## config.mk

```make
export PLATFORM = sky130hd
export DESIGN_NAME = operand_field_decoder
export DESIGN_NICKNAME = d
export VERILOG_FILES = /design/src/rtl/opdec_pkg.sv /design/src/rtl/opdec_fields.sv /design/src/rtl/opdec_len.sv /design/src/rtl/opdec_collect.sv /design/src/rtl/operand_field_decoder.sv
export SDC_FILE = /design/constraint.sdc
export NUM_CORES = 1
export LEC_CHECK = 0
export ABC_AREA = 1
export CORE_MARGIN = 8
export CORE_UTILIZATION = 60
export DETAILED_ROUTE_END_ITERATION = 12
export DONT_BUFFER_PORTS = 1
export PLACE_DENSITY = 0.8
export SYNTH_ARGS = -nofsm -noshare
export SYNTH_HDL_FRONTEND = slang
export SYNTH_SLANG_ARGS = --single-unit
export TNS_END_PERCENT = 20
```

## constraint.sdc

```tcl
create_clock -name clk -period 7.1 [get_ports clk]
set_clock_uncertainty 0.05 [all_clocks]
set_input_delay 0.71 -clock clk [delete_from_list [all_inputs] [get_ports clk]]
set_output_delay 0.71 -clock clk [all_outputs]
set_load 0.05 [all_outputs]
```

## src/rtl/opdec_pkg.sv

```systemverilog
// Package: shared constants, collector state type, decoded operand record
// and the displacement-size rule used by the collector and the field decoder.
package opdec_pkg;
    localparam int BYTE_W   = 8;
    localparam int REG_W    = 4;
    localparam int DLEN_W   = 3;
    localparam int LEN_W    = 3;
    localparam int DISP_MAX = 4;
    localparam int RAW_W    = DISP_MAX * BYTE_W;
    localparam int POS_W    = $clog2(DISP_MAX);

    typedef enum logic [2:0] {
        ST_IDLE,
        ST_MODRM,
        ST_SIB,
        ST_DISP,
        ST_IMM
    } cst_e;

    typedef struct packed {
        logic [REG_W-1:0]  reg_idx;
        logic              is_mem;
        logic [REG_W-1:0]  rm_reg;
        logic              has_base;
        logic [REG_W-1:0]  base_idx;
        logic              has_index;
        logic [REG_W-1:0]  index_idx;
        logic [REG_W-1:0]  scale;
        logic              sib_present;
        logic              rip_rel;
        logic [DLEN_W-1:0] disp_bytes;
    } opd_t;

    // Displacement bytes for a mode, rm low bits and scaled-index base low bits.
    // base_lo only matters when rm_lo selects the scaled-index byte.
    function automatic logic [DLEN_W-1:0] disp_len(input logic [1:0] md,
                                                   input logic [2:0] rm_lo,
                                                   input logic [2:0] base_lo);
        logic [DLEN_W-1:0] n;
        n = '0;
        case (md)
            2'b01: n = DLEN_W'(1);
            2'b10: n = DLEN_W'(DISP_MAX);
            2'b00: begin
                if (rm_lo == 3'b101)
                    n = DLEN_W'(DISP_MAX);
                else if (rm_lo == 3'b100 && base_lo == 3'b101)
                    n = DLEN_W'(DISP_MAX);
            end
            default: n = '0;
        endcase
        return n;
    endfunction
endpackage

```

## src/rtl/opdec_fields.sv

```systemverilog
// Module: opdec_fields
// Purpose: turns the latched addressing byte, scaled-index byte and the three
// extension bits into the operand record. Purely combinational.
// Assumes: sib is meaningful only when the addressing byte selects it; fields
// with no meaning in the decoded form read as zero (scale reads 1).
module opdec_fields
    import opdec_pkg::*;
(
    input  logic [BYTE_W-1:0] modrm,
    input  logic [BYTE_W-1:0] sib,
    input  logic              ext_r,
    input  logic              ext_x,
    input  logic              ext_b,
    output opd_t              opd
);
    logic [1:0] md;
    logic [2:0] rg;
    logic [2:0] rm;
    logic [1:0] ss;
    logic [2:0] ix;
    logic [2:0] bs;
    logic       mem_form;
    logic       sib_sel;

    assign md       = modrm[7:6];
    assign rg       = modrm[5:3];
    assign rm       = modrm[2:0];
    assign ss       = sib[7:6];
    assign ix       = sib[5:3];
    assign bs       = sib[2:0];
    assign mem_form = (md != 2'b11);
    assign sib_sel  = mem_form && (rm == 3'b100);

    // Build the operand record from the addressing and scaled-index fields.
    always_comb begin
        opd             = '0;
        opd.reg_idx     = {ext_r, rg};
        opd.is_mem      = mem_form;
        opd.scale       = REG_W'(1);
        opd.sib_present = sib_sel;
        opd.disp_bytes  = disp_len(md, rm, bs);
        if (!mem_form) begin
            opd.rm_reg = {ext_b, rm};
        end else if (sib_sel) begin
            opd.scale     = REG_W'(1) << ss;
            opd.has_index = !(ix == 3'b100 && !ext_x);
            opd.index_idx = opd.has_index ? {ext_x, ix} : '0;
            opd.has_base  = !(bs == 3'b101 && md == 2'b00);
            opd.base_idx  = opd.has_base ? {ext_b, bs} : '0;
        end else if (md == 2'b00 && rm == 3'b101) begin
            opd.rip_rel = 1'b1;
        end else begin
            opd.has_base = 1'b1;
            opd.base_idx = {ext_b, rm};
        end
    end
endmodule

```

## src/rtl/opdec_len.sv

```systemverilog
// Module: opdec_len
// Purpose: operand byte counts from the decoded form.
// Assumes: disp_bytes is 0, 1 or 4, so every sum fits in LEN_W bits.
module opdec_len
    import opdec_pkg::*;
(
    input  logic              sib_present,
    input  logic [DLEN_W-1:0] disp_bytes,
    input  logic              imm_flag,
    output logic [LEN_W-1:0]  imm_offset,
    output logic [LEN_W-1:0]  op_len
);
    // Offset of the immediate, then the full length including it.
    always_comb begin
        imm_offset = LEN_W'(1) + LEN_W'(sib_present) + LEN_W'(disp_bytes);
        op_len     = imm_offset + LEN_W'(imm_flag);
    end
endmodule

```

## src/rtl/opdec_collect.sv

```systemverilog
// Module: opdec_collect
// Purpose: byte-stream state machine. It latches the extension bits and the
// immediate flag at start, then takes the addressing byte, the scaled-index
// byte, the displacement (least significant byte first) and the immediate
// in that order, and pulses done after the last one.
// Assumes: start is honoured only while idle; bytes only while busy.
module opdec_collect
    import opdec_pkg::*;
(
    input  logic              clk,
    input  logic              rst_n,
    input  logic              start,
    input  logic              ext_r,
    input  logic              ext_x,
    input  logic              ext_b,
    input  logic              imm_en,
    input  logic              byte_valid,
    input  logic [BYTE_W-1:0] byte_data,
    output logic              busy,
    output logic              done,
    output logic [BYTE_W-1:0] modrm,
    output logic [BYTE_W-1:0] sib,
    output logic [2:0]        ext_rxb,
    output logic              imm_flag,
    output logic [RAW_W-1:0]  disp_raw,
    output logic [BYTE_W-1:0] imm_byte,
    output logic [LEN_W-1:0]  byte_cnt
);
    cst_e              state_q;
    cst_e              after_st;
    logic [BYTE_W-1:0] modrm_q;
    logic [BYTE_W-1:0] sib_q;
    logic [2:0]        ext_q;
    logic              immf_q;
    logic [RAW_W-1:0]  disp_q;
    logic [BYTE_W-1:0] imm_q;
    logic [DLEN_W-1:0] dleft_q;
    logic [POS_W-1:0]  dpos_q;
    logic [LEN_W-1:0]  cnt_q;
    logic              done_q;
    logic [DLEN_W-1:0] dl_now;
    logic              sib_next;

    // Displacement size known at the current byte, and the state after it.
    always_comb begin
        dl_now = '0;
        if (state_q == ST_MODRM)
            dl_now = disp_len(byte_data[7:6], byte_data[2:0], 3'b000);
        else if (state_q == ST_SIB)
            dl_now = disp_len(modrm_q[7:6], 3'b100, byte_data[2:0]);
        if (dl_now != '0)
            after_st = ST_DISP;
        else if (immf_q)
            after_st = ST_IMM;
        else
            after_st = ST_IDLE;
    end

    // An addressing byte with a memory mode and rm low bits 100 calls for a scaled-index byte.
    assign sib_next = (byte_data[7:6] != 2'b11) && (byte_data[2:0] == 3'b100);

    // Sequence through the operand bytes and capture each one.
    always_ff @(posedge clk) begin
        if (!rst_n) begin
            state_q <= ST_IDLE;
            modrm_q <= '0;
            sib_q   <= '0;
            ext_q   <= '0;
            immf_q  <= 1'b0;
            disp_q  <= '0;
            imm_q   <= '0;
            dleft_q <= '0;
            dpos_q  <= '0;
            cnt_q   <= '0;
            done_q  <= 1'b0;
        end else begin
            done_q <= 1'b0;
            case (state_q)
                ST_IDLE: begin
                    if (start) begin
                        state_q <= ST_MODRM;
                        ext_q   <= {ext_r, ext_x, ext_b};
                        immf_q  <= imm_en;
                        modrm_q <= '0;
                        sib_q   <= '0;
                        disp_q  <= '0;
                        imm_q   <= '0;
                        cnt_q   <= '0;
                    end
                end
                ST_MODRM: begin
                    if (byte_valid) begin
                        modrm_q <= byte_data;
                        cnt_q   <= cnt_q + LEN_W'(1);
                        if (sib_next) begin
                            state_q <= ST_SIB;
                        end else begin
                            state_q <= after_st;
                            dleft_q <= dl_now;
                            dpos_q  <= '0;
                            if (after_st == ST_IDLE) done_q <= 1'b1;
                        end
                    end
                end
                ST_SIB: begin
                    if (byte_valid) begin
                        sib_q   <= byte_data;
                        cnt_q   <= cnt_q + LEN_W'(1);
                        state_q <= after_st;
                        dleft_q <= dl_now;
                        dpos_q  <= '0;
                        if (after_st == ST_IDLE) done_q <= 1'b1;
                    end
                end
                ST_DISP: begin
                    if (byte_valid) begin
                        disp_q[{dpos_q, 3'b000} +: BYTE_W] <= byte_data;
                        dpos_q  <= dpos_q + POS_W'(1);
                        dleft_q <= dleft_q - DLEN_W'(1);
                        cnt_q   <= cnt_q + LEN_W'(1);
                        if (dleft_q == DLEN_W'(1)) begin
                            if (immf_q) begin
                                state_q <= ST_IMM;
                            end else begin
                                state_q <= ST_IDLE;
                                done_q  <= 1'b1;
                            end
                        end
                    end
                end
                ST_IMM: begin
                    if (byte_valid) begin
                        imm_q   <= byte_data;
                        cnt_q   <= cnt_q + LEN_W'(1);
                        state_q <= ST_IDLE;
                        done_q  <= 1'b1;
                    end
                end
                default: state_q <= ST_IDLE;
            endcase
        end
    end

    assign busy     = (state_q != ST_IDLE);
    assign done     = done_q;
    assign modrm    = modrm_q;
    assign sib      = sib_q;
    assign ext_rxb  = ext_q;
    assign imm_flag = immf_q;
    assign disp_raw = disp_q;
    assign imm_byte = imm_q;
    assign byte_cnt = cnt_q;

    // the completion pulse never lasts two cycles
    a_r10_done_single: assert property (@(posedge clk) disable iff (!rst_n)
        done_q |=> !done_q);

    // completion leaves the collector idle
    a_r10_done_idle: assert property (@(posedge clk) disable iff (!rst_n)
        done_q |-> (state_q == ST_IDLE));

    // captured bytes do not move while idle without a start
    a_r11_idle_hold: assert property (@(posedge clk) disable iff (!rst_n)
        (state_q == ST_IDLE && !start) |=>
            ($stable(modrm_q) && $stable(sib_q) && $stable(disp_q) && $stable(imm_q)));

    // the displacement state always has bytes left to take
    a_r9_disp_left: assert property (@(posedge clk) disable iff (!rst_n)
        (state_q == ST_DISP) |-> (dleft_q != '0));
endmodule

```

## src/rtl/operand_field_decoder.sv

```systemverilog
// Module: operand_field_decoder (top)
// Purpose: collects an instruction's operand bytes and presents the decoded
// operand form, the sign-extended displacement, the immediate and the byte
// counts. Outputs hold from the done pulse until the next start.
// Assumes: ADDR_W is greater than 32.
module operand_field_decoder
    import opdec_pkg::*;
#(
    parameter int ADDR_W = 64
) (
    input  logic              clk,
    input  logic              rst_n,
    input  logic              start,
    input  logic              ext_r,
    input  logic              ext_x,
    input  logic              ext_b,
    input  logic              imm_en,
    input  logic              byte_valid,
    input  logic [7:0]        byte_data,
    output logic              busy,
    output logic              done,
    output logic [3:0]        reg_idx,
    output logic              is_mem,
    output logic [3:0]        rm_reg,
    output logic              has_base,
    output logic [3:0]        base_idx,
    output logic              has_index,
    output logic [3:0]        index_idx,
    output logic [3:0]        scale,
    output logic              sib_present,
    output logic              rip_rel,
    output logic [2:0]        disp_bytes,
    output logic [ADDR_W-1:0] disp_value,
    output logic [7:0]        imm_value,
    output logic [2:0]        imm_offset,
    output logic [2:0]        op_len
);
    localparam int SX_SHORT = ADDR_W - BYTE_W;
    localparam int SX_LONG  = ADDR_W - RAW_W;

    logic [BYTE_W-1:0] modrm_w;
    logic [BYTE_W-1:0] sib_w;
    logic [2:0]        ext_w;
    logic              immf_w;
    logic [RAW_W-1:0]  raw_w;
    logic [LEN_W-1:0]  cnt_w;
    opd_t              opd;

    opdec_collect u_collect (
        .clk        (clk),
        .rst_n      (rst_n),
        .start      (start),
        .ext_r      (ext_r),
        .ext_x      (ext_x),
        .ext_b      (ext_b),
        .imm_en     (imm_en),
        .byte_valid (byte_valid),
        .byte_data  (byte_data),
        .busy       (busy),
        .done       (done),
        .modrm      (modrm_w),
        .sib        (sib_w),
        .ext_rxb    (ext_w),
        .imm_flag   (immf_w),
        .disp_raw   (raw_w),
        .imm_byte   (imm_value),
        .byte_cnt   (cnt_w)
    );

    opdec_fields u_fields (
        .modrm (modrm_w),
        .sib   (sib_w),
        .ext_r (ext_w[2]),
        .ext_x (ext_w[1]),
        .ext_b (ext_w[0]),
        .opd   (opd)
    );

    opdec_len u_len (
        .sib_present (opd.sib_present),
        .disp_bytes  (opd.disp_bytes),
        .imm_flag    (immf_w),
        .imm_offset  (imm_offset),
        .op_len      (op_len)
    );

    // Sign-extend the captured displacement to the address width.
    always_comb begin
        case (opd.disp_bytes)
            DLEN_W'(1):        disp_value = {{SX_SHORT{raw_w[BYTE_W-1]}}, raw_w[BYTE_W-1:0]};
            DLEN_W'(DISP_MAX): disp_value = {{SX_LONG{raw_w[RAW_W-1]}}, raw_w};
            default:           disp_value = '0;
        endcase
    end

    assign reg_idx     = opd.reg_idx;
    assign is_mem      = opd.is_mem;
    assign rm_reg      = opd.rm_reg;
    assign has_base    = opd.has_base;
    assign base_idx    = opd.base_idx;
    assign has_index   = opd.has_index;
    assign index_idx   = opd.index_idx;
    assign scale       = opd.scale;
    assign sib_present = opd.sib_present;
    assign rip_rel     = opd.rip_rel;
    assign disp_bytes  = opd.disp_bytes;

    // bytes actually taken agree with the computed operand length
    a_r8_len_count: assert property (@(posedge clk) disable iff (!rst_n)
        done |-> (cnt_w == op_len));

    // the scale factor is a single power of two
    a_r4_scale_onehot: assert property (@(posedge clk) disable iff (!rst_n)
        opd.sib_present |-> ($countones(opd.scale) == 1));

    // the instruction-pointer-relative form has no base and a long displacement
    a_r7_rip_form: assert property (@(posedge clk) disable iff (!rst_n)
        opd.rip_rel |-> (!opd.has_base && !opd.sib_present && opd.disp_bytes == 3'd4));

    // the register-direct form carries no memory parts
    a_r2_direct_form: assert property (@(posedge clk) disable iff (!rst_n)
        !opd.is_mem |-> (!opd.sib_present && opd.disp_bytes == 3'd0
                         && !opd.has_base && !opd.has_index));
endmodule

```

==> run metrics <==
I/O pin cnt=124; unrepaired setup endpoints after global routing=no; post-CTS sizing=0; detailed-route via count=3512; Fin. Hold Viols=0; Synth area leaders=dfxtp_1 36%, a21oi_1 8.5%, nand2_1 8.3%, buf_4 7.5%, o21ai_0 7.2%; synthesized area=0.00389 mm^2; outcome=completed; WS Path Type=flop to primary output; Unique masters post-synth=32; GP Congestion=0.942; Starting Density=61.6%; clock tree buffer depth=2; drt initial violations=252; VDD IR max=422 uV; met3 usage=7.11%; Sink Count=69; total gr overflow=0; CTS root buf=clkbuf_8; Yosys warning count=0; Setup TNS=0 ps; Rows=29; Primary FF master, synth=dfxtp_1; mean number of vias per cell=5.72; Final min period=4540 ps; register bit total from synthesis=69; crit path DAT=3780 ps; Slew HR=26.0%; count of final setup violators=0; initial antenna violation count=0; cell count after synthesis=572; area grow syn2layout=-0.0967%; Hold Crit Class=flop to flop; Die ar.=0.00931 mm^2; Skew-Pair Late Insertion Delay=350 ps; CTS tree=done; Layout Nets=559; number of synthesized flops with an enable pin=0; mean routed wirelength per cell=16.0 um; total setup buffers inserted after CTS=0; GRT Total Usage=22.0%; DR pass1 iterations=5; sequential area share after synthesis=35.5%; final number of max-transition violations=0; grt met1 use=25.6%; # DRC=0; crit path launch type=flop; crit-path max FO=30; core area=0.00631 mm^2; CTS buffer count=9; Post-DP HPWL=7100 um; fmax=220 MHz; final core utilization=61.5%; Power, Total=0.00139 W; chip width=96.5 um; Crit. End Element=primary output; first-pass GRT wire length=16200 um; vias in the first global route=3426; clk slew on worst S/H paths=70 ps; final WL=9820 um; Worst EP required=6340 ps; Syn Nets=597; Syn Area/Cell=6.79 um^2; pin count of the biggest net entering global routing=42; layout cells sized above 1=9.50%; pre-CTS setup slack=2930 ps; Synth area leader=dfxtp_1; worst slew pin tran=1100 ps; power density cells=357 mW/mm^2; Post-CTS Hold Buffers=0; IO buf count=0; n_diodes=0; final worst-path cycle share=63.9%; gr busiest metal=met2; Final ANT Viol Nets=0; CTS H-tree lvls=3; met2 Usage GRT=36.0%; leak pwr=1.66 nW; final setup margin=2560 ps; Async SR Flop Fraction=0%; # Max-Cap Violations=0; post-synth top area share=35.5%; Vert. Die Dim=96.5 um
## where the power goes
group	total, W	switching (W)	internal, W
Sequential	0.000502	0.0000628	0.000439
Clock	0.000280	0.000138	0.000142
Combinational	0.000604	0.000499	0.000104
Total	0.00139	0.000700	0.000686
## cell usage after synthesis (2+ instances only)
master     n
buf_2      2
a211oi_1  10
dfxtp_1   69
inv_1     64
nand4_1    3
nor2_2     4
clkinv_1   2
nor4_1     2
nand2_1   86
clkbuf_1  14
nor3_1    17
nor2_4     4
buf_4     39
o31ai_1    2
nor2_1    65
buf_6      2
nand3_1   28
o21ai_1    5
ha_1       9
nand2_2    6
a21oi_1   66
o21ai_0   56
inv_2      8
## layout make-up
class,count,area [um^2]
Multi-Input combinational cell,370,1860
Tap cell,77,96.3
Inverter,75,284
Timing Repair Buffer,9,92.6
Fill cell,613,2430
Clock buffer,13,159
Clock inverter,1,7.51
Sequential cell,69,1380
## cells by family (layout without fill, tap and decap cells)
logic type | count (synthesis) | after routing | share of synthesized area [%]
xor gates and xnor gates | 1 | 1 | 0.225
DFF | 69 | 69 | 35.5
adders and majority gates | 9 | 9 | 2.90
and+or+nand+nor | 215 | 215 | 24.0
AOI/OAI and AO/OA | 144 | 144 | 20.2
buffers and inverters | 133 | 98 | 17.1
other | 1 | 1 | 0.0965
## final timing paths
kind                                                    startpoint                                  to  slack [ps]  depth (start not counted)
worst min register to register  u_collect.disp_raw[8]$_SDFFE_PN0P_  u_collect.disp_raw[8]$_SDFFE_PN0P_         410                          2
worst max-delay path               u_collect.modrm[7]$_SDFFE_PN0P_                      disp_value[32]        2560                          7
worst min-delay path            u_collect.disp_raw[8]$_SDFFE_PN0P_  u_collect.disp_raw[8]$_SDFFE_PN0P_         410                          2
worst max register to register   u_collect.state_q[0]$_SDFFE_PN0P_  u_collect.disp_raw[1]$_SDFFE_PN0P_        5020                          8
## cells in the final DEF, fill, tap and decap left out, types with 2 or more instances in the layout
cell | netlist | layout
a211oi_1 | 10 | 10
a21oi_1 | 66 | 66
buf_12 | 0 | 2
buf_4 | 39 | 7
clkbuf_1 | 14 | 2
clkbuf_8 | 0 | 11
clkinv_1 | 2 | 2
dfxtp_1 | 69 | 69
ha_1 | 9 | 9
inv_1 | 64 | 64
inv_2 | 8 | 8
nand2_1 | 86 | 86
nand2_2 | 6 | 6
nand3_1 | 28 | 28
nand4_1 | 3 | 3
nor2_1 | 65 | 65
nor2_2 | 4 | 4
nor2_4 | 4 | 4
nor3_1 | 17 | 17
o21ai_0 | 56 | 47
o21ai_1 | 5 | 13
o21ai_4 | 1 | 2
## state kept, by name, indices dropped and copies added (netlist names)
name and count:
u_collect.disp_raw 32, u_collect.imm_byte 8, u_collect.modrm 8, u_collect.sib 8, u_collect.dleft_q 3, u_collect.ext_rxb 3, u_collect.state_q 3, u_collect.dpos_q 2
u_collect.done 1, u_collect.imm_flag 1
## critical path, stage by stage, from the launching register on
cell and delay (ps):
dfxtp_1 330, inv_1 120, nand2_1 150, inv_1 410
nand2_1 590, o21ai_4 220, buf_12 1190, buf_12 360
## per-layer routing
metal / vias to the layer above / wire (um)
met2: 145 / 4520
li1: 1740 / -
met1: 1605 / 4000
met5: - / 0
met3: 22 / 1130
met4: 0 / 183
## through the flow
stage | instance area (um^2) | instances | hold WS, ps
after floorplan | 3890 | 572 | 375
after global placement | 3720 | 600 | 391
after detailed placement | 3720 | 600 | 395
after CTS | 3880 | 614 | 405
after global routing | 3880 | 614 | 425
final | 3880 | 614 | 405
(Power assumes the default switching activity.)
